## src/rtl/orb_pkg.sv

```systemverilog
package orb_pkg;

  // What happens to one slot in a cycle, highest priority first in the bank.
  typedef enum logic [1:0] {
    EV_NONE = 2'd0,
    EV_FILL = 2'd1,
    EV_FREE = 2'd2,
    EV_DONE = 2'd3
  } slot_ev_e;

  // Occupancy from two wrapped pointers of pw bits.
  function automatic int unsigned ptr_span(input int unsigned head,
                                           input int unsigned tail,
                                           input int unsigned pw);
    return (tail - head) & ((32'd1 << pw) - 32'd1);
  endfunction

  // Full when the index bits match and the wrap bits differ.
  function automatic bit ptr_is_full(input int unsigned head,
                                     input int unsigned tail,
                                     input int unsigned idx_w);
    return (head ^ tail) == (32'd1 << idx_w);
  endfunction

endpackage

```

## src/rtl/orb_ptr_ctrl.sv

```systemverilog
module orb_ptr_ctrl #(
  parameter int DEPTH = 16,
  localparam int IDX_W = $clog2(DEPTH),
  localparam int PTR_W = IDX_W + 1
) (
  input  logic             clk,
  input  logic             rst_n,
  input  logic             flush,
  input  logic             alloc_fire,
  input  logic             commit_fire,
  output logic [IDX_W-1:0] head_idx,
  output logic [IDX_W-1:0] tail_idx,
  output logic [PTR_W-1:0] count,
  output logic             full,
  output logic             empty
);

  logic [PTR_W-1:0] head_q;
  logic [PTR_W-1:0] tail_q;

  always_ff @(posedge clk) begin
    if (!rst_n || flush) begin
      head_q <= '0;
      tail_q <= '0;
    end else begin
      if (alloc_fire)  tail_q <= tail_q + PTR_W'(1);
      if (commit_fire) head_q <= head_q + PTR_W'(1);
    end
  end

  assign head_idx = head_q[IDX_W-1:0];
  assign tail_idx = tail_q[IDX_W-1:0];
  assign count    = PTR_W'(orb_pkg::ptr_span(32'(head_q), 32'(tail_q), PTR_W));
  assign full     = orb_pkg::ptr_is_full(32'(head_q), 32'(tail_q), IDX_W);
  assign empty    = (head_q == tail_q);

endmodule

```

## src/rtl/orb_entry_bank.sv

```systemverilog
module orb_entry_bank #(
  parameter int DEPTH  = 16,
  parameter int TAG_W  = 5,
  parameter int DATA_W = 32,
  localparam int IDX_W = $clog2(DEPTH)
) (
  input  logic              clk,
  input  logic              rst_n,
  input  logic              flush,
  input  logic              alloc_fire,
  input  logic [IDX_W-1:0]  alloc_idx,
  input  logic [TAG_W-1:0]  alloc_dst,
  input  logic              commit_fire,
  input  logic [IDX_W-1:0]  head_idx,
  input  logic              cmp_valid,
  input  logic [IDX_W-1:0]  cmp_idx,
  input  logic [DATA_W-1:0] cmp_data,
  output logic              cmp_hit,
  output logic              head_valid,
  output logic              head_done,
  output logic [TAG_W-1:0]  head_dst,
  output logic [DATA_W-1:0] head_data
);

  logic [DEPTH-1:0]  valid_vec;
  logic [DEPTH-1:0]  done_vec;
  logic [TAG_W-1:0]  tag_arr  [DEPTH];
  logic [DATA_W-1:0] data_arr [DEPTH];

  for (genvar i = 0; i < DEPTH; i++) begin : g_slot
    logic              v_q;
    logic              d_q;
    logic [TAG_W-1:0]  t_q;
    logic [DATA_W-1:0] x_q;
    orb_pkg::slot_ev_e ev;

    // Fill beats free (retire and refill in one cycle); free beats a late result.
    always_comb begin
      ev = orb_pkg::EV_NONE;
      if (alloc_fire && alloc_idx == IDX_W'(i))
        ev = orb_pkg::EV_FILL;
      else if (commit_fire && head_idx == IDX_W'(i))
        ev = orb_pkg::EV_FREE;
      else if (cmp_valid && cmp_idx == IDX_W'(i) && v_q)
        ev = orb_pkg::EV_DONE;
    end

    always_ff @(posedge clk) begin
      if (!rst_n) begin
        v_q <= 1'b0;
        d_q <= 1'b0;
        t_q <= '0;
        x_q <= '0;
      end else if (flush) begin
        v_q <= 1'b0;
        d_q <= 1'b0;
      end else begin
        case (ev)
          orb_pkg::EV_FILL: begin
            v_q <= 1'b1;
            d_q <= 1'b0;
            t_q <= alloc_dst;
          end
          orb_pkg::EV_FREE: begin
            v_q <= 1'b0;
            d_q <= 1'b0;
          end
          orb_pkg::EV_DONE: begin
            d_q <= 1'b1;
            x_q <= cmp_data;
          end
          default: ;
        endcase
      end
    end

    assign valid_vec[i] = v_q;
    assign done_vec[i]  = d_q;
    assign tag_arr[i]   = t_q;
    assign data_arr[i]  = x_q;
  end

  assign cmp_hit    = cmp_valid && valid_vec[cmp_idx];
  assign head_valid = valid_vec[head_idx];
  assign head_done  = done_vec[head_idx];
  assign head_dst   = tag_arr[head_idx];
  assign head_data  = data_arr[head_idx];

endmodule

```

## src/rtl/ordered_retire_buf.sv

```systemverilog
module ordered_retire_buf #(
  parameter int DEPTH  = 16,
  parameter int TAG_W  = 5,
  parameter int DATA_W = 32,
  localparam int IDX_W = $clog2(DEPTH),
  localparam int PTR_W = IDX_W + 1
) (
  input  logic              clk,
  input  logic              rst_n,
  input  logic              flush,
  input  logic              alloc_req,
  input  logic [TAG_W-1:0]  alloc_dst,
  output logic              alloc_full,
  output logic [IDX_W-1:0]  alloc_idx,
  input  logic              cmp_valid,
  input  logic [IDX_W-1:0]  cmp_idx,
  input  logic [DATA_W-1:0] cmp_data,
  output logic              commit_valid,
  output logic [TAG_W-1:0]  commit_reg,
  output logic [DATA_W-1:0] commit_data
);

  // Named internal events, observed by the bound checker.
  logic             alloc_fire;
  logic             commit_fire;
  logic             cmp_hit;
  logic             head_valid;
  logic             head_done;
  logic             full;
  logic             empty;
  logic [PTR_W-1:0] count;
  logic [IDX_W-1:0] head_idx;
  logic [IDX_W-1:0] tail_idx;
  logic [TAG_W-1:0] head_dst;
  logic [DATA_W-1:0] head_data;

  assign commit_fire = head_valid && head_done && !flush;
  assign alloc_full  = full && !commit_fire;
  assign alloc_fire  = alloc_req && !alloc_full && !flush;

  orb_ptr_ctrl #(.DEPTH(DEPTH)) ptr_i (
    .clk         (clk),
    .rst_n       (rst_n),
    .flush       (flush),
    .alloc_fire  (alloc_fire),
    .commit_fire (commit_fire),
    .head_idx    (head_idx),
    .tail_idx    (tail_idx),
    .count       (count),
    .full        (full),
    .empty       (empty)
  );

  orb_entry_bank #(.DEPTH(DEPTH), .TAG_W(TAG_W), .DATA_W(DATA_W)) bank_i (
    .clk         (clk),
    .rst_n       (rst_n),
    .flush       (flush),
    .alloc_fire  (alloc_fire),
    .alloc_idx   (tail_idx),
    .alloc_dst   (alloc_dst),
    .commit_fire (commit_fire),
    .head_idx    (head_idx),
    .cmp_valid   (cmp_valid),
    .cmp_idx     (cmp_idx),
    .cmp_data    (cmp_data),
    .cmp_hit     (cmp_hit),
    .head_valid  (head_valid),
    .head_done   (head_done),
    .head_dst    (head_dst),
    .head_data   (head_data)
  );

  assign alloc_idx    = tail_idx;
  assign commit_valid = commit_fire;
  assign commit_reg   = head_dst;
  assign commit_data  = head_data;

endmodule

```

## config.mk

```make
export PLATFORM = sky130hd
export DESIGN_NAME = ordered_retire_buf
export DESIGN_NICKNAME = d
export VERILOG_FILES = /design/src/rtl/orb_pkg.sv /design/src/rtl/orb_ptr_ctrl.sv /design/src/rtl/orb_entry_bank.sv /design/src/rtl/ordered_retire_buf.sv
export SDC_FILE = /design/constraint.sdc
export NUM_CORES = 2
export LEC_CHECK = 0
export BUFFER_PORTS_ARGS = -buffer_cell sky130_fd_sc_hd__buf_2
export CORE_MARGIN = 1
export CORE_UTILIZATION = 45
export CTS_CLUSTER_DIAMETER = 100
export CTS_CLUSTER_SIZE = 20
export DETAILED_ROUTE_END_ITERATION = 7
export GPL_ROUTABILITY_DRIVEN = 1
export PLACE_DENSITY = 0.57
export SLEW_MARGIN = 20
export SYNTH_ARGS = -nofsm -noshare
export SYNTH_HDL_FRONTEND = slang
export SYNTH_SLANG_ARGS = --single-unit
```

## constraint.sdc

```tcl
create_clock -name clk -period 3.5 [get_ports clk]
set_input_delay 0.35 -clock clk [delete_from_list [all_inputs] [get_ports clk]]
set_output_delay 0.35 -clock clk [all_outputs]
set_load 0.03 [all_outputs]
```

==> results.tsv <==
stage	metric	value	unit
status	outcome	finished, final reports clean	
timing	hold slack	0.0801	ns
worst_setup_path	required time at the worst-slack endpoint	3.15	ns
power_and_ir_drop	cell leakage power	10.3	nW
global_route	antenna violations before repair	1	
drt	final routed wirelength across all metal layers	73200	um
synthesis	simple-gate share of the synthesized area	11.6	%
cells_and_area	count of filler cells inserted in the layout	5591	
worst_hold_path	class of the tightest hold or removal check	input port to flop	
timing	unrepaired setup endpoints after global routing	no	
synthesis	largest family of logic cells by synthesized area	multiplexers	
synthesis	fraction of synthesized area in multiplexers	35.7	%
job	max cap viols	0	
synthesis	total of warnings raised by yosys	0	
worst_hold_path	hold endpoint	ptr_i.tail_q[1]	
placement	number of I/O port buffers	88	
clocking	maximum clock path buffer count	3	
global_route	Remaining Overflow, GRT	0	
global_route	overall global routing resource usage	23.0	%
synthesis	post-synthesis share of cell area spent on full adders, half adders and majority gates	0.354	%
worst_setup_path	most used cell along the critical path	mux4_2	
worst_hold_path	worst hold path stage count	3	
drt	number of DRC violations after detailed-routing iteration 0	1182	
clocking	number of clock sinks seen by CTS	634	
synthesis	share of the synthesized netlist area taken by xor and xnor gates	0.186	%
floorplanning	Core Footprint	61900	um2
worst_setup_path	Critical Path Start Type	flop	
timing	Rel. slew slack	42.0	%
floorplanning	Cell Rows	91	
cells_and_area	fraction of final layout cells sized beyond drive strength 1	16.4	%
synthesis	register bit total from synthesis	634	
cells_and_area	area of combinational cells with multiple inputs	14500	um2
clocking	clock tree from TritonCTS	yes	
timing	crit share post-route	96.7	%
synthesis	post-synthesis async set-or-reset flop share	0	%
clocking	clock latency on the worst-skew pair	0.59	ns
synthesis	Synth Cell Area	28300	um2
worst_setup_path	worst flop-to-flop path startpoint	ptr_i.head_q[0]	
power_and_ir_drop	power after layout	12.2	mW
worst_setup_path	Max Fanout on Critical Path	33	
worst_setup_path	r2r worst-path depth	8	
power_and_ir_drop	worst vdd ir	313	uV
worst_setup_path	worst reg-to-reg setup slack	0.58	ns
timing	aggregate negative setup slack	0	ns
timing	final max-slew violation count	0	
timing	maximum clock frequency	295	MHz
synthesis	number of unique standard cell types used by synthesis	64	
power_and_ir_drop	power density normalized to cell area	398	nW/um2
cells_and_area	register cell area after layout	12700	um2
floorplanning	Die H	253	um
synthesis	proportion of synthesized chip area in sequential cells	44.9	%
clocking	CTS hold repair buffers	0	
cells_and_area	most common cell after layout, fill and taps aside	nand2_1	
timing	transition time at the pin with the least slew margin	0.870	ns
drt	DRC violation count after routing	0	
floorplanning	area enclosed by the die boundary	63800	um2
clocking	TritonCTS buffer count	38	
synthesis	post-synthesis area per instance	11.0	um2
cells_and_area	Total Nets Final	2591	
synthesis	number of enable flip-flop cells after synthesis	0	
synthesis	primary flip-flop cell chosen by synthesis mapping	dfxtp_1	
worst_setup_path	slowest cell delay on critical path	0.55	ns
floorplanning	Die X	253	um
cells_and_area	diode count	0	
drt	remaining antenna violation count	0	
clocking	root buf cell	clkbuf_16	
cells_and_area	layout overhead on the synthesized area	8.32	%
synthesis	Post-Syn Nets	2616	
global_route	largest net degree at the start of global routing	122	
drt	detailed-router iteration count before antenna repair	5	
drt	drt via density	5.60	
worst_setup_path	critical-path cell list	buf_6, buf_4, mux4_2, mux4_2, buf_2	
worst_setup_path	data arrival time of the critical path	3.03	ns
clocking	H-tree depth reported by CTS	2	
worst_setup_path	terminus of the critical flop-to-flop path	bank_i.g_slot[6].x_q[18]	
placement	placer's final routability congestion estimate	0.892	
global_route	number of global-route vias before repair	19000	
synthesis	post-synthesis compound-gate area fraction	3.12	%
clocking	clock-pin slew of the registers on the worst-case setup and hold paths	0.08	ns
global_route	global-route wire length before repair	113000	um
floorplanning	top-level I/O count	89	
drt	average routed wire per standard cell	21.6	um
worst_hold_path	HP Start	alloc_req	
floorplanning	initial standard-cell utilization of the core	45.6	%
worst_setup_path	type of the worst setup path	flop to output port	
worst_setup_path	category of the worst setup path capture point	output port	
timing	endpoints failing hold	0	
drt	vias	18900	
timing	Final setup violation count	0	
timing	final critical path time including I/O delays and setup	3.38	ns
timing	setup clock skew after layout	0.0249	ns
cells_and_area	leading cell types in the layout, fill and taps excluded	nand2_1 (680), dfxtp_1 (630), mux2i_1 (593)	
synthesis	post-synthesis cell count	2562	
worst_setup_path	Critical Path Slowest Stage Cell	dfxtp_4	
placement	Detail Placement HPWL	43600	um
==> Yosys cell counts (9+ instances only) <==
cell | n | area share, %
a21oi_1 | 16 | 0.28
a31oi_1 | 12 | 0.27
and3_1 | 9 | 0.20
buf_2 | 16 | 0.28
buf_4 | 50 | 1.3
clkbuf_1 | 144 | 1.9
dfxtp_1 | 634 | 45
mux2i_1 | 593 | 21
mux4_2 | 185 | 15
nand2_1 | 680 | 9.0
nand3_1 | 25 | 0.44
nor2_1 | 31 | 0.41
nor2b_1 | 9 | 0.20
nor3_1 | 10 | 0.18
o21ai_0 | 9 | 0.16
==> layer usage <==
| layer | part of all wire, % | vias up | GRT usage [%] |
|---|---|---|---|
| li1 | - | 8928 | - |
| met1 | 47 | 9598 | 32.3 |
| met2 | 47 | 336 | 37.7 |
| met3 | 3.9 | 79 | 3.02 |
| met4 | 1.7 | 2 | 4.94 |
| met5 | 0.011 | - | 0 |
==> flip-flops by register name, indices dropped and copies added (netlist names) <==
name,cells
bank_i.g_slot.t_q,80
bank_i.g_slot.v_q,16
ptr_i.head_q,5
bank_i.g_slot.d_q,16
ptr_i.tail_q,5
bank_i.g_slot.x_q,512
==> worst max-delay path: cells and delay by family, from the launching register on <==
| family | cells | cell delay (ns) |
|---|---|---|
| DFF | 1 | 0.55 |
| muxes | 2 | 0.88 |
| buffers and inverters | 3 | 0.98 |
==> report_power, final <==
group | total, mW | switching, mW | internal, mW
registers | 7.21 | 0.00432 | 7.21
logic | 0.362 | 0.289 | 0.0734
clock network | 4.61 | 2.49 | 2.12
total | 12.2 | 2.78 | 9.40
==> final cells by class <==
type | count | area share, %
Multi-Input combinational cell | 1697 | 47.3
Inverter | 8 | 0.0981
Tap cell | 837 | 3.42
Timing Repair Buffer | 158 | 4.23
Sequential cell | 634 | 41.5
Clock buffer | 45 | 3.40
Clock inverter | 2 | 0.106
==> per-stage QoR <==
step | utilization, % | std cells | setup WS (ns) | cell area [um2]
floorplan | - | 2562 | 0.797 | 28300
global placement | 47.6 | 3329 | 0.612 | 29500
detailed placement | 47.6 | 3329 | 0.572 | 29500
CTS | 49.4 | 3376 | 0.0404 | 30600
global route | 49.4 | 3381 | 0.0382 | 30600
finish | 49.4 | 3381 | 0.116 | 30600
==> how the worst max path moves through the flow <==
stage | startpoint | end | cells past startpoint
floorplan | ptr_i.head_q[0] | commit_data[29] | 5
finish | ptr_i.head_q[1] | commit_data[20] | 5
detailed placement | ptr_i.head_q[1] | commit_data[20] | 5
global route | ptr_i.head_q[1] | commit_data[20] | 5
global placement | ptr_i.head_q[1] | commit_data[20] | 5
CTS | ptr_i.head_q[0] | commit_data[24] | 5
==> logic make-up (layout without fill, tap and decap cells) <==
kind of cell               count (synthesis)  after routing
muxes                                    778            778
AOI/OAI and AO/OA                         98             98
DFF                                      634            634
and+or+nand+nor                          807            807
adders and majority gates                  8              8
buffers and inverters                    231            213
xor gates and xnor gates                   6              6
==> what timing repair did <==
| item | CTS | global route |
|---|---|---|
| buffers inserted | 0 | 5 |
| setup endpoints to repair | 5 | 6 |
| gates resized for setup | 2 | 0 |
| cloned | 0 | 0 |
(Power assumes the default switching activity.)
